<file path="src/rtl/ccs_pkg.sv">
package ccs_pkg;

    typedef enum logic [1:0] {
        ST_CONV  = 2'd0,
        ST_SLEEP = 2'd1,
        ST_SHIFT = 2'd2
    } ccs_state_e;

    localparam int CCS_HDR_W = 4;  // ready flag, zero, sign, range flag

endpackage

</file>
<file path="src/rtl/ccs_sync.sv">
module ccs_sync #(
    parameter int          W       = 1,
    parameter int          STAGES  = 2,
    parameter logic [W-1:0] RST_VAL = '0
) (
    input  logic         clk,
    input  logic         rst_n,
    input  logic [W-1:0] din,
    output logic [W-1:0] dout
);

    logic [STAGES-1:0][W-1:0] stg_d, stg_q;

    assign stg_d[0] = din;

    for (genvar g = 1; g < STAGES; g++) begin : g_stage
        assign stg_d[g] = stg_q[g-1];
    end

    always_ff @(posedge clk or negedge rst_n) begin
        if (!rst_n) stg_q <= {STAGES{RST_VAL}};
        else        stg_q <= stg_d;
    end

    assign dout = stg_q[STAGES-1];

endmodule

</file>
<file path="src/rtl/ccs_clk_sel.sv">
module ccs_clk_sel #(
    parameter int DIV_HI  = 6,
    parameter int DIV_LO  = 5,
    parameter int DET_WIN = 256
) (
    input  logic clk,
    input  logic rst_n,
    input  logic fsel_s,
    output logic tick
);

    localparam int DIV_MAX = (DIV_HI > DIV_LO) ? DIV_HI : DIV_LO;
    localparam int DW      = $clog2(DIV_MAX) + 1;
    localparam int WW      = $clog2(DET_WIN) + 1;

    typedef struct packed {
        logic [DW-1:0] div_cnt;
        logic [WW-1:0] win_cnt;
        logic [1:0]    edges;
        logic          prev;
        logic          ext;
    } sel_regs_t;

    sel_regs_t q, d;
    logic      rise;
    logic      int_tick;

    always_comb begin
        logic [DW-1:0] lim;
        logic [1:0]    edges_nx;
        d        = q;
        rise     = fsel_s & ~q.prev;
        d.prev   = fsel_s;
        lim      = fsel_s ? DW'(DIV_HI - 1) : DW'(DIV_LO - 1);
        int_tick = (q.div_cnt >= lim);
        d.div_cnt = int_tick ? '0 : q.div_cnt + 1'b1;
        edges_nx = (rise && q.edges != 2'd2) ? q.edges + 2'd1 : q.edges;
        if (q.win_cnt == WW'(DET_WIN - 1)) begin
            d.win_cnt = '0;
            d.ext     = (edges_nx == 2'd2);
            d.edges   = '0;
        end else begin
            d.win_cnt = q.win_cnt + 1'b1;
            d.edges   = edges_nx;
        end
        tick = q.ext ? rise : int_tick;
    end

    always_ff @(posedge clk or negedge rst_n) begin
        if (!rst_n) q <= '0;
        else        q <= d;
    end

    // the mode only changes at a window boundary
    a_r2_mode_at_window: assert property (@(posedge clk) disable iff (!rst_n)
        !$stable(q.ext) |-> (q.win_cnt == '0));

    // the divider never passes the larger ratio
    a_r1_div_bound: assert property (@(posedge clk) disable iff (!rst_n)
        q.div_cnt <= DW'(DIV_MAX));

endmodule

</file>
<file path="src/rtl/ccs_conv_timer.sv">
module ccs_conv_timer #(
    parameter int CONV_CYCLES = 20480
) (
    input  logic clk,
    input  logic rst_n,
    input  logic restart,
    input  logic tick,
    output logic done
);

    localparam int CW = $clog2(CONV_CYCLES) + 1;

    typedef struct packed {
        logic [CW-1:0] cnt;
        logic          run;
        logic          done;
    } tm_regs_t;

    tm_regs_t q, d;

    always_comb begin
        d      = q;
        d.done = 1'b0;
        if (restart) begin
            d.cnt = '0;
            d.run = 1'b1;
        end else if (q.run && tick) begin
            if (q.cnt == CW'(CONV_CYCLES - 1)) begin
                d.cnt  = '0;
                d.run  = 1'b0;
                d.done = 1'b1;
            end else begin
                d.cnt = q.cnt + 1'b1;
            end
        end
    end

    always_ff @(posedge clk or negedge rst_n) begin
        if (!rst_n) q <= '{cnt: '0, run: 1'b1, done: 1'b0};
        else        q <= d;
    end

    assign done = q.done;

    // conv_done is a single-cycle pulse
    a_r3_done_single: assert property (@(posedge clk) disable iff (!rst_n)
        q.done |=> !q.done);

    // the tick count stays inside one conversion
    a_r1_cnt_bound: assert property (@(posedge clk) disable iff (!rst_n)
        q.cnt < CW'(CONV_CYCLES));

    // an idle timer waits for a restart
    a_r1_idle_stays: assert property (@(posedge clk) disable iff (!rst_n)
        (!q.run && !restart) |=> !q.run);

endmodule

</file>
<file path="src/rtl/ccs_shifter.sv">
module ccs_shifter #(
    parameter int RES_W   = 24,
    parameter int FRAME_W = 32
) (
    input  logic             clk,
    input  logic             rst_n,
    input  logic             load,
    input  logic             shift,
    input  logic [RES_W-1:0] res_data,
    input  logic             res_sign,
    input  logic             res_ovr,
    output logic             msb,
    output logic             last
);

    import ccs_pkg::*;

    localparam int BW  = $clog2(FRAME_W);
    localparam int PAD = FRAME_W - RES_W - CCS_HDR_W;

    typedef struct packed {
        logic [FRAME_W-1:0] sreg;
        logic [BW-1:0]      bcnt;
    } sh_regs_t;

    sh_regs_t           q, d;
    logic [FRAME_W-1:0] frame;

    if (PAD > 0) begin : g_pad
        assign frame = {2'b00, res_sign, res_ovr, res_data, {PAD{1'b0}}};
    end else begin : g_nopad
        assign frame = {2'b00, res_sign, res_ovr, res_data};
    end

    always_comb begin
        d = q;
        if (load) begin
            d.sreg = frame;
            d.bcnt = '0;
        end else if (shift) begin
            d.sreg = {q.sreg[FRAME_W-2:0], 1'b0};
            d.bcnt = q.bcnt + 1'b1;
        end
    end

    always_ff @(posedge clk or negedge rst_n) begin
        if (!rst_n) q <= '0;
        else        q <= d;
    end

    assign msb  = q.sreg[FRAME_W-1];
    assign last = (q.bcnt == BW'(FRAME_W - 1));

    // the held frame changes only on a load or a shift
    a_r3_hold_frame: assert property (@(posedge clk) disable iff (!rst_n)
        (!load && !shift) |=> $stable(q.sreg));

    // a shift never happens past the final bit
    a_r4_no_overshift: assert property (@(posedge clk) disable iff (!rst_n)
        shift |-> !last);

endmodule

</file>
<file path="src/rtl/conv_cycle_seq.sv">
module conv_cycle_seq #(
    parameter int CONV_CYCLES = 20480,
    parameter int DIV_HI      = 6,
    parameter int DIV_LO      = 5,
    parameter int DET_WIN     = 256,
    parameter int SYNC_STAGES = 2,
    parameter int RES_W       = 24,
    parameter int FRAME_W     = 32
) (
    input  logic             clk,
    input  logic             rst_n,
    input  logic             fsel,
    input  logic             cs_n,
    input  logic             sck,
    input  logic [RES_W-1:0] res_data,
    input  logic             res_sign,
    input  logic             res_ovr,
    output logic             sdo,
    output logic             sdo_oe,
    output logic             conv_done
);

    import ccs_pkg::*;

    typedef struct packed {
        ccs_state_e state;
        logic       oe;
        logic       sck_prev;
    } top_regs_t;

    top_regs_t q, d;

    logic fsel_s, cs_s, sck_s;
    logic tick, tm_done, restart, load, shift, msb, last, sck_fall;

    ccs_sync #(.W(3), .STAGES(SYNC_STAGES), .RST_VAL(3'b010)) u_sync (
        .clk  (clk),
        .rst_n(rst_n),
        .din  ({fsel, cs_n, sck}),
        .dout ({fsel_s, cs_s, sck_s})
    );

    ccs_clk_sel #(.DIV_HI(DIV_HI), .DIV_LO(DIV_LO), .DET_WIN(DET_WIN)) u_clk_sel (
        .clk   (clk),
        .rst_n (rst_n),
        .fsel_s(fsel_s),
        .tick  (tick)
    );

    ccs_conv_timer #(.CONV_CYCLES(CONV_CYCLES)) u_timer (
        .clk    (clk),
        .rst_n  (rst_n),
        .restart(restart),
        .tick   (tick),
        .done   (tm_done)
    );

    ccs_shifter #(.RES_W(RES_W), .FRAME_W(FRAME_W)) u_shifter (
        .clk     (clk),
        .rst_n   (rst_n),
        .load    (load),
        .shift   (shift),
        .res_data(res_data),
        .res_sign(res_sign),
        .res_ovr (res_ovr),
        .msb     (msb),
        .last    (last)
    );

    always_comb begin
        d          = q;
        restart    = 1'b0;
        load       = 1'b0;
        shift      = 1'b0;
        sck_fall   = q.sck_prev & ~sck_s;
        d.sck_prev = sck_s;
        d.oe       = ~cs_s;
        unique case (q.state)
            ST_CONV: begin
                if (tm_done) begin
                    load    = 1'b1;
                    d.state = ST_SLEEP;
                end
            end
            ST_SLEEP: begin
                if (!cs_s) d.state = ST_SHIFT;
            end
            ST_SHIFT: begin
                if (cs_s) begin
                    restart = 1'b1;
                    d.state = ST_CONV;
                end else if (sck_fall) begin
                    if (last) begin
                        restart = 1'b1;
                        d.state = ST_CONV;
                    end else begin
                        shift = 1'b1;
                    end
                end
            end
            default: d.state = ST_CONV;
        endcase
    end

    always_ff @(posedge clk or negedge rst_n) begin
        if (!rst_n) q <= '{state: ST_CONV, oe: 1'b0, sck_prev: 1'b0};
        else        q <= d;
    end

    assign sdo_oe    = q.oe;
    assign sdo       = q.oe & ((q.state == ST_SHIFT) ? msb : (q.state == ST_CONV));
    assign conv_done = tm_done;

    // a chip-select rise during readout returns to conversion
    a_r6_abort: assert property (@(posedge clk) disable iff (!rst_n)
        (q.state == ST_SHIFT && cs_s) |=> (q.state == ST_CONV));

    // the final falling edge ends the frame
    a_r5_frame_end: assert property (@(posedge clk) disable iff (!rst_n)
        (q.state == ST_SHIFT && !cs_s && sck_fall && last) |=> (q.state == ST_CONV));

    // sleep holds while chip select is high
    a_r3_sleep_holds: assert property (@(posedge clk) disable iff (!rst_n)
        (q.state == ST_SLEEP && cs_s) |=> (q.state == ST_SLEEP));

    // a deselected chip releases the line
    a_r7_release: assert property (@(posedge clk) disable iff (!rst_n)
        cs_s |=> !sdo_oe);

    // no data is driven while the output is disabled
    a_r7_quiet: assert property (@(posedge clk) disable iff (!rst_n)
        !sdo_oe |-> !sdo);

endmodule

</file>
<file path="config.mk">
export PLATFORM = sky130hd
export DESIGN_NAME = conv_cycle_seq
export DESIGN_NICKNAME = d
export VERILOG_FILES = /design/src/rtl/ccs_pkg.sv /design/src/rtl/ccs_sync.sv /design/src/rtl/ccs_clk_sel.sv /design/src/rtl/ccs_conv_timer.sv /design/src/rtl/ccs_shifter.sv /design/src/rtl/conv_cycle_seq.sv
export SDC_FILE = /design/constraint.sdc
export NUM_CORES = 1
export LEC_CHECK = 0
export ABC_AREA = 1
export BUFFER_PORTS_ARGS = -buffer_cell sky130_fd_sc_hd__buf_2
export CORE_MARGIN = 3
export CORE_UTILIZATION = 59
export DETAILED_ROUTE_END_ITERATION = 10
export PLACE_DENSITY_LB_ADDON = 0.05
export SLEW_MARGIN = 20
export SYNTH_ARGS = -nofsm -noshare
export SYNTH_HDL_FRONTEND = slang
export SYNTH_SLANG_ARGS = --single-unit
</file>
<file path="constraint.sdc">
create_clock -name clk -period 1.8 [get_ports clk]
set_input_delay 0.18 -clock clk [delete_from_list [all_inputs] [get_ports clk]]
set_output_delay 0.18 -clock clk [all_outputs]
set_load 0.005 [all_outputs]
</file>
==> flow_summary.ini, run 1 <==
[run_status]
run_status = finished with violations
violations = negative setup slack

[sta]
setup_viol = 6
maxClockFrequency_ghz = 0.5465
final.setup.tns_ps = -89.89
fin_crit_sh_pct = 101.7
hold_violations = 0
finalWorstPathRequiredPeriod_ps = 1830
final_critical_path_setup_slack_ps = -29.95
fin_skew_ps = 9.188
unrepaired_setup_endpoints_after_global_routing = true
final-max-slew-violation-count = 0

[hold_path]
hold_path.startpoint = res_data[4]
hold-path-endpoint = u_shifter.q[13]
min_path_type = input port to register
min_delay_path_depth = 3

[finish]
finalCoreUtilization_pct = 77.25
final_nets = 503
layout.filler_cells = 385
top_library_cells_by_usage_in_the_layout_fill_and_taps_aside = sky130_fd_sc_hd__nand2_1 (114), sky130_fd_sc_hd__dfrtp_1 (75), sky130_fd_sc_hd__inv_1 (55)
drive_gt1_share_pct = 23.45
antennaDiodeCount = 0
syn2layout_area_growth_pct = 21.68
final_common_cell = sky130_fd_sc_hd__nand2_1

[global_route]
grt_pass1_wl_mm = 12.80
grt_pass1_vias = 2757
grt_start_max_net_pins = 46
antenna_violations_before_repair = 0
grtUsageTotal_pct = 22.58
overflow = 0

[route]
postRouteWirelength_mm = 7.693
dr.first_iter.drc_count = 110
ant_nets = 0
post_drt_wl_per_cell_um = 14.22
remaining_drcs = 0
vias_per_cell = 5.268
vias = 2850
dr.pass1.iters = 4

[cts]
worst_skew_pair_latency_ps = 350
cts_buffer_count = 9
cts_tree = yes
h-tree-depth = 3
clk_transition_reported_paths_ps = 80
tritoncts_num_sinks = 78
cts_max_path_buffers = 2
clk_root_buf = sky130_fd_sc_hd__clkbuf_8

[setup_path]
cp_slowest_cell = sky130_fd_sc_hd__dfrtp_1
timing.critical_path.max_delay_family = adder cells
r2r-start = u_shifter.q[0]
timing.critical_path.to_type = register
cp_num_cells = 9
crit_required_ps = 2080
critPathArrivalTime_ps = 2110
crit_type = register to register
timing.rr.end = u_shifter.q[28]
crit_buf_inv = 2
timing.critical_path.mode_cell = sky130_fd_sc_hd__ha_2
ff2ff_setup_slack_ps = -30
worst_setup_path_start_kind = register
crit_path_cells = ha_2 -> nand2_2 -> nor2_2 -> ha_2 -> nor2_4 -> nand3_4 -> buf_12 -> clkbuf_16 -> o221ai_2
critical_path.max_stage_delay_ps = 400
critPathMaxFanout = 7
ff2ff_path_depth = 9
critPathLaunch = u_shifter.q[0]

[floorplanning]
std_cell_rows = 27
die_area_um2 = 7120
boundaryPins = 34
fp.coreArea_um2 = 5709
die_y_um = 84.38
die-width_um = 84.38
initial_utilization_pct = 63.49

[placed_design]
placement.io_buffers = 33
gpl.final_weighted_congestion = 0.8311
dp_hpwl_mm = 5.051

[job]
timing.max_cap.violations = 0

[power_and_ir_drop]
p_leak_nw = 2.199
total_power_mw = 3.187
vdd_drop_max_mv = 0.5693
power_per_cell_area_nw_per_um2 = 722.6

[logic_synthesis]
syn_area_um2 = 3625
syn-instance-count = 412
synth.top_cells.by_area = sky130_fd_sc_hd__dfrtp_1 (52%), sky130_fd_sc_hd__nand2_1 (12%), sky130_fd_sc_hd__inv_1 (5.7%), sky130_fd_sc_hd__o221ai_1 (5.3%), sky130_fd_sc_hd__nor2_1 (4.1%)
ys.warnings.count = 0
synth_largest_area_cell = sky130_fd_sc_hd__dfrtp_1
synth_cell_type_count = 34
synth_top_area_share_pct = 51.78
ys_ff_latch = 78
synth_nets = 450
avgSynthCellArea_um2 = 8.798
synth_sequential_area_ratio_pct = 53.95
-- power by group --
| part | switching, mW | internal (mW) | total, mW | leakage, nW |
|---|---|---|---|---|
| combinational | 0.113 | 0.0801 | 0.193 | 1.21 |
| sequential | 0.0278 | 1.80 | 1.82 | 0.904 |
| clock | 0.638 | 0.532 | 1.17 | 0.0885 |
| total | 0.779 | 2.41 | 3.19 | 2.20 |
-- cell usage after synthesis --
master and number:
sky130_fd_sc_hd__clkbuf_1 2, sky130_fd_sc_hd__o21ai_0 8, sky130_fd_sc_hd__o21bai_1 1, sky130_fd_sc_hd__o211ai_1 3, sky130_fd_sc_hd__a21oi_1 7, sky130_fd_sc_hd__inv_2 5
sky130_fd_sc_hd__nand2_2 6, sky130_fd_sc_hd__nor2_2 1, sky130_fd_sc_hd__dfrtp_1 75, sky130_fd_sc_hd__nand3b_1 1, sky130_fd_sc_hd__nand4_1 1, sky130_fd_sc_hd__o21ai_1 1
sky130_fd_sc_hd__a21oi_4 1, sky130_fd_sc_hd__nand2_1 118, sky130_fd_sc_hd__inv_1 55, sky130_fd_sc_hd__or2_2 1, sky130_fd_sc_hd__xor2_1 9, sky130_fd_sc_hd__buf_6 1
sky130_fd_sc_hd__ha_1 7, sky130_fd_sc_hd__o221ai_1 22, sky130_fd_sc_hd__buf_2 4, sky130_fd_sc_hd__nor3b_1 1, sky130_fd_sc_hd__nor2_4 3, sky130_fd_sc_hd__buf_1 1
sky130_fd_sc_hd__a22o_1 2, sky130_fd_sc_hd__xnor2_1 7, sky130_fd_sc_hd__dfstp_2 3, sky130_fd_sc_hd__conb_1 1, sky130_fd_sc_hd__nand3_1 17, sky130_fd_sc_hd__buf_4 1
sky130_fd_sc_hd__nor3_1 5, sky130_fd_sc_hd__and2_1 1, sky130_fd_sc_hd__a21boi_2 1, sky130_fd_sc_hd__nor2_1 40
-- how the worst max path moves through the flow --
| stage | end | slack [ps] |
|---|---|---|
| floorplan | u_timer.q[14] | 130 |
| global placement | u_shifter.q[30] | 90 |
| detailed placement | u_shifter.q[10] | -30 |
| CTS | u_shifter.q[3] | -4 |
| global route | u_timer.q[4] | -100 |
| finish | u_shifter.q[28] | -30 |
-- registers in the layout (all words and copies together), names as in the netlist --
register and cells:
u_shifter.q 32, u_sync.dout 3, u_shifter.msb 1, u_clk_sel.q 17, q 3, u_timer.q 17, u_timer.done 1, sdo_oe 1
u_sync.stg_d 3
-- layout make-up --
class                           instances  area [µm²]  share of cell area, %
Sequential cell                        78        1956                  44.34
Multi-Input combinational cell        265        1541                  34.95
Timing Repair Buffer                   51       425.4                  9.645
Inverter                               60       225.2                  5.106
Clock buffer                           10       137.6                  3.121
Tap cell                               72       90.09                  2.043
Clock inverter                          5       35.03                 0.7943
-- tightest hold or removal path, stage by stage --
cell and delay, ps:
sky130_fd_sc_hd__buf_2 70, sky130_fd_sc_hd__nand2_1 50, sky130_fd_sc_hd__o221ai_2 50
-- through the flow --
stage,worst slack [ps],cells,cell area (µm²),hold slack (ps)
2_1_floorplan,130.0,412,3625,-115.6
3_3_place_gp,89.33,517,3938,153.0
3_5_place_dp,-34.23,517,3938,154.7
4_1_cts,-4.459,536,4161,13.51
5_1_grt,-95.40,541,4410,22.40
6_report,-29.95,541,4410,29.56
-- kinds of logic (layout without fill, tap and decap cells) --
kind of cell | after synthesis | in the layout | synth area share [%]
adders and majority gates | 7 | 7 | 2.416
xor gates and xnor gates | 16 | 16 | 3.866
and+or+nand+nor | 195 | 195 | 22.47
buffers and inverters | 69 | 126 | 7.594
AOI/OAI and AO/OA | 46 | 46 | 9.596
DFF | 78 | 78 | 53.95
other | 1 | 1 | 0.1035
-- metal layers --
metal | up-vias | part of all wire, % | global-route usage [%]
met3 | 17 | 3.9 | 6.575
met2 | 60 | 49 | 36.94
met5 | - | 0 | 0
met1 | 1358 | 45 | 28.93
met4 | 0 | 2.0 | 7.770
li1 | 1415 | - | -
-- what timing repair did --
item / CTS / global route
resized for setup: 3 / 33
gates cloned: 0 / 3
buffers inserted: 0 / 2
endpoints found under the setup margin: 20 / 44
pin swaps: 0 / 7
endpoints found under the hold margin: 36 / 0
hold buffers: 4 / 0
Power figures use the tool's default switching activity.
==> inputs of run 2 (changes only) <==
--- a/config.mk
+++ b/config.mk
@@ -7,10 +7,13 @@
 export LEC_CHECK = 0
 export ABC_AREA = 1
 export BUFFER_PORTS_ARGS = -buffer_cell sky130_fd_sc_hd__buf_2
+export CAP_MARGIN = 20
 export CORE_MARGIN = 3
-export CORE_UTILIZATION = 59
+export CORE_UTILIZATION = 60
+export CTS_BUF_LIST = sky130_fd_sc_hd__clkbuf_8
 export DETAILED_ROUTE_END_ITERATION = 10
 export PLACE_DENSITY_LB_ADDON = 0.05
+export RECOVER_POWER = 25
 export SLEW_MARGIN = 20
 export SYNTH_ARGS = -nofsm -noshare
 export SYNTH_HDL_FRONTEND = slang
==> flow_summary.ini, run 2 (synthesized netlist as in run 1, its figures left out) <==
[cts]
clk_transition_reported_paths_ps = 80
clk_root_buf = sky130_fd_sc_hd__clkbuf_8
tritoncts_num_sinks = 78
h-tree-depth = 3
cts_max_path_buffers = 2
worst_skew_pair_latency_ps = 350
cts_tree = yes
cts_buffer_count = 9

[route]
dr.pass1.iters = 4
postRouteWirelength_mm = 6.972
vias = 2818
post_drt_wl_per_cell_um = 12.94
dr.first_iter.drc_count = 146
remaining_drcs = 0
vias_per_cell = 5.228
ant_nets = 0

[setup_path]
crit_type = register to register
timing.rr.end = u_timer.q[14]
critPathMaxFanout = 8
worst_setup_path_start_kind = register
crit_required_ps = 2090
ff2ff_setup_slack_ps = 80
timing.critical_path.to_type = register
critPathArrivalTime_ps = 2000
r2r-start = u_shifter.q[1]
ff2ff_path_depth = 12

[placed_design]
dp_hpwl_mm = 4.777
dpl-instance-area_um2 = 3955
gpl.final_weighted_congestion = 0.8512
placement.io_buffers = 33
place_ws_ps = 59.88
number_of_cells_after_detailed_placement = 516

[finish]
layout.cell_area.non_filler_um2 = 4260
largest_registers_ranked_by_flip_flop_count = u_shifter.q x32, u_clk_sel.q x17, u_timer.q x17
multi_input_gate_area_um2 = 1426
final-instance-count-excl-fill = 539
drive_gt1_share_pct = 18.42
syn2layout_area_growth_pct = 17.54
largest_register_ff_count = 32
final_common_cell = sky130_fd_sc_hd__nand2_1
largest-register = u_shifter.q
antennaDiodeCount = 0
final_nets = 500
top_library_cells_by_usage_in_the_layout_fill_and_taps_aside = sky130_fd_sc_hd__nand2_1 (114), sky130_fd_sc_hd__dfrtp_1 (75), sky130_fd_sc_hd__inv_1 (56)
layout.filler_cells = 430
layout.area.seq_um2 = 1956
finalCoreUtilization_pct = 75.07

[sta]
timing.slew.headroom_pct = 35.17
fin_skew_ps = 10.08
final-max-slew-violation-count = 0
final_critical_path_setup_slack_ps = 81.40
finalWorstPathRequiredPeriod_ps = 1719
hold_violations = 0
maxClockFrequency_ghz = 0.5819
setup_viol = 0
final.setup.tns_ps = 0
fin_crit_sh_pct = 95.48
tightestPinTransition_ps = 972.5
hold_slack_ps = 32.22

[global_route]
grt_start_max_net_pins = 40
overflow = 0
grtUsageTotal_pct = 21.27
grt_pass1_vias = 2745
antenna_violations_before_repair = 0
grt_pass1_wl_mm = 12.05

[run_status]
run_status = finished, final reports clean

[job]
timing.max_cap.violations = 0

[floorplanning]
die-width_um = 83.73
initial_utilization_pct = 63.87
fp.coreArea_um2 = 5675
std_cell_rows = 27
die_y_um = 83.73
die_area_um2 = 7010
boundaryPins = 34

[power_and_ir_drop]
power_per_cell_area_nw_per_um2 = 744.1
p_leak_nw = 2.168
total_power_mw = 3.170
vdd_drop_max_mv = 0.4718

[hold_path]
min_delay_path_depth = 3
hold_path.startpoint = res_data[17]
min_path_type = input port to register
hold-path-endpoint = u_shifter.q[26]
## run 2: power by group
part / switching [mW] / internal, mW / leakage, nW / total, mW
clock network: 0.632 / 0.535 / 0.0938 / 1.17
registers: 0.0254 / 1.80 / 0.904 / 1.82
logic: 0.104 / 0.0772 / 1.17 / 0.182
## run 2: metal layers
| metal | routed length [µm] | vias to the layer above | track usage (%) |
|---|---|---|---|
| met5 | 0 | - | 0 |
| met4 | 57 | 0 | 5.702 |
| met3 | 312 | 6 | 5.923 |
| met2 | 3276 | 49 | 34.20 |
| met1 | 3325 | 1353 | 28.61 |
| li1 | - | 1410 | - |
## run 2: worst max-delay path by stage
stage | end | startpoint | cells past startpoint
after global routing | u_timer.q[14] | u_shifter.q[1] | 12
after detailed placement | u_shifter.q[18] | u_shifter.q[0] | 9
after CTS | u_shifter.q[33] | u_shifter.q[0] | 9
final | u_timer.q[14] | u_shifter.q[1] | 12
after global placement | u_timer.q[2] | u_shifter.q[0] | 12
after floorplan | u_timer.q[14] | u_shifter.q[0] | 12
## run 2: repair_timing
action / in CTS / in global routing
hold endpoints to repair: 39 / 0
buffers inserted: 0 / 1
hold buffers: 4 / 0
setup endpoints to repair: 0 / 43
resized for setup: 0 / 11
## run 2: final cells by class
class	instances	share of cell area (%)
Clock buffer	10	3.231
Clock inverter	6	0.9104
Inverter	60	5.345
Multi-Input combinational cell	265	33.48
Sequential cell	78	45.90
Tap cell	72	2.115
Timing Repair Buffer	48	9.016
## run 2: critical path, cell delays in order, from the launching register on
cell,delay [ps]
sky130_fd_sc_hd__dfrtp_1,410
sky130_fd_sc_hd__ha_2,200
sky130_fd_sc_hd__nand2_1,70
sky130_fd_sc_hd__nor2_1,40
sky130_fd_sc_hd__ha_2,180
sky130_fd_sc_hd__nand2_2,90
sky130_fd_sc_hd__nand2_2,70
sky130_fd_sc_hd__nand2_4,80
sky130_fd_sc_hd__inv_4,50
sky130_fd_sc_hd__a21oi_4,170
sky130_fd_sc_hd__clkbuf_16,190
sky130_fd_sc_hd__nand2_1,50
sky130_fd_sc_hd__nand2_1,70
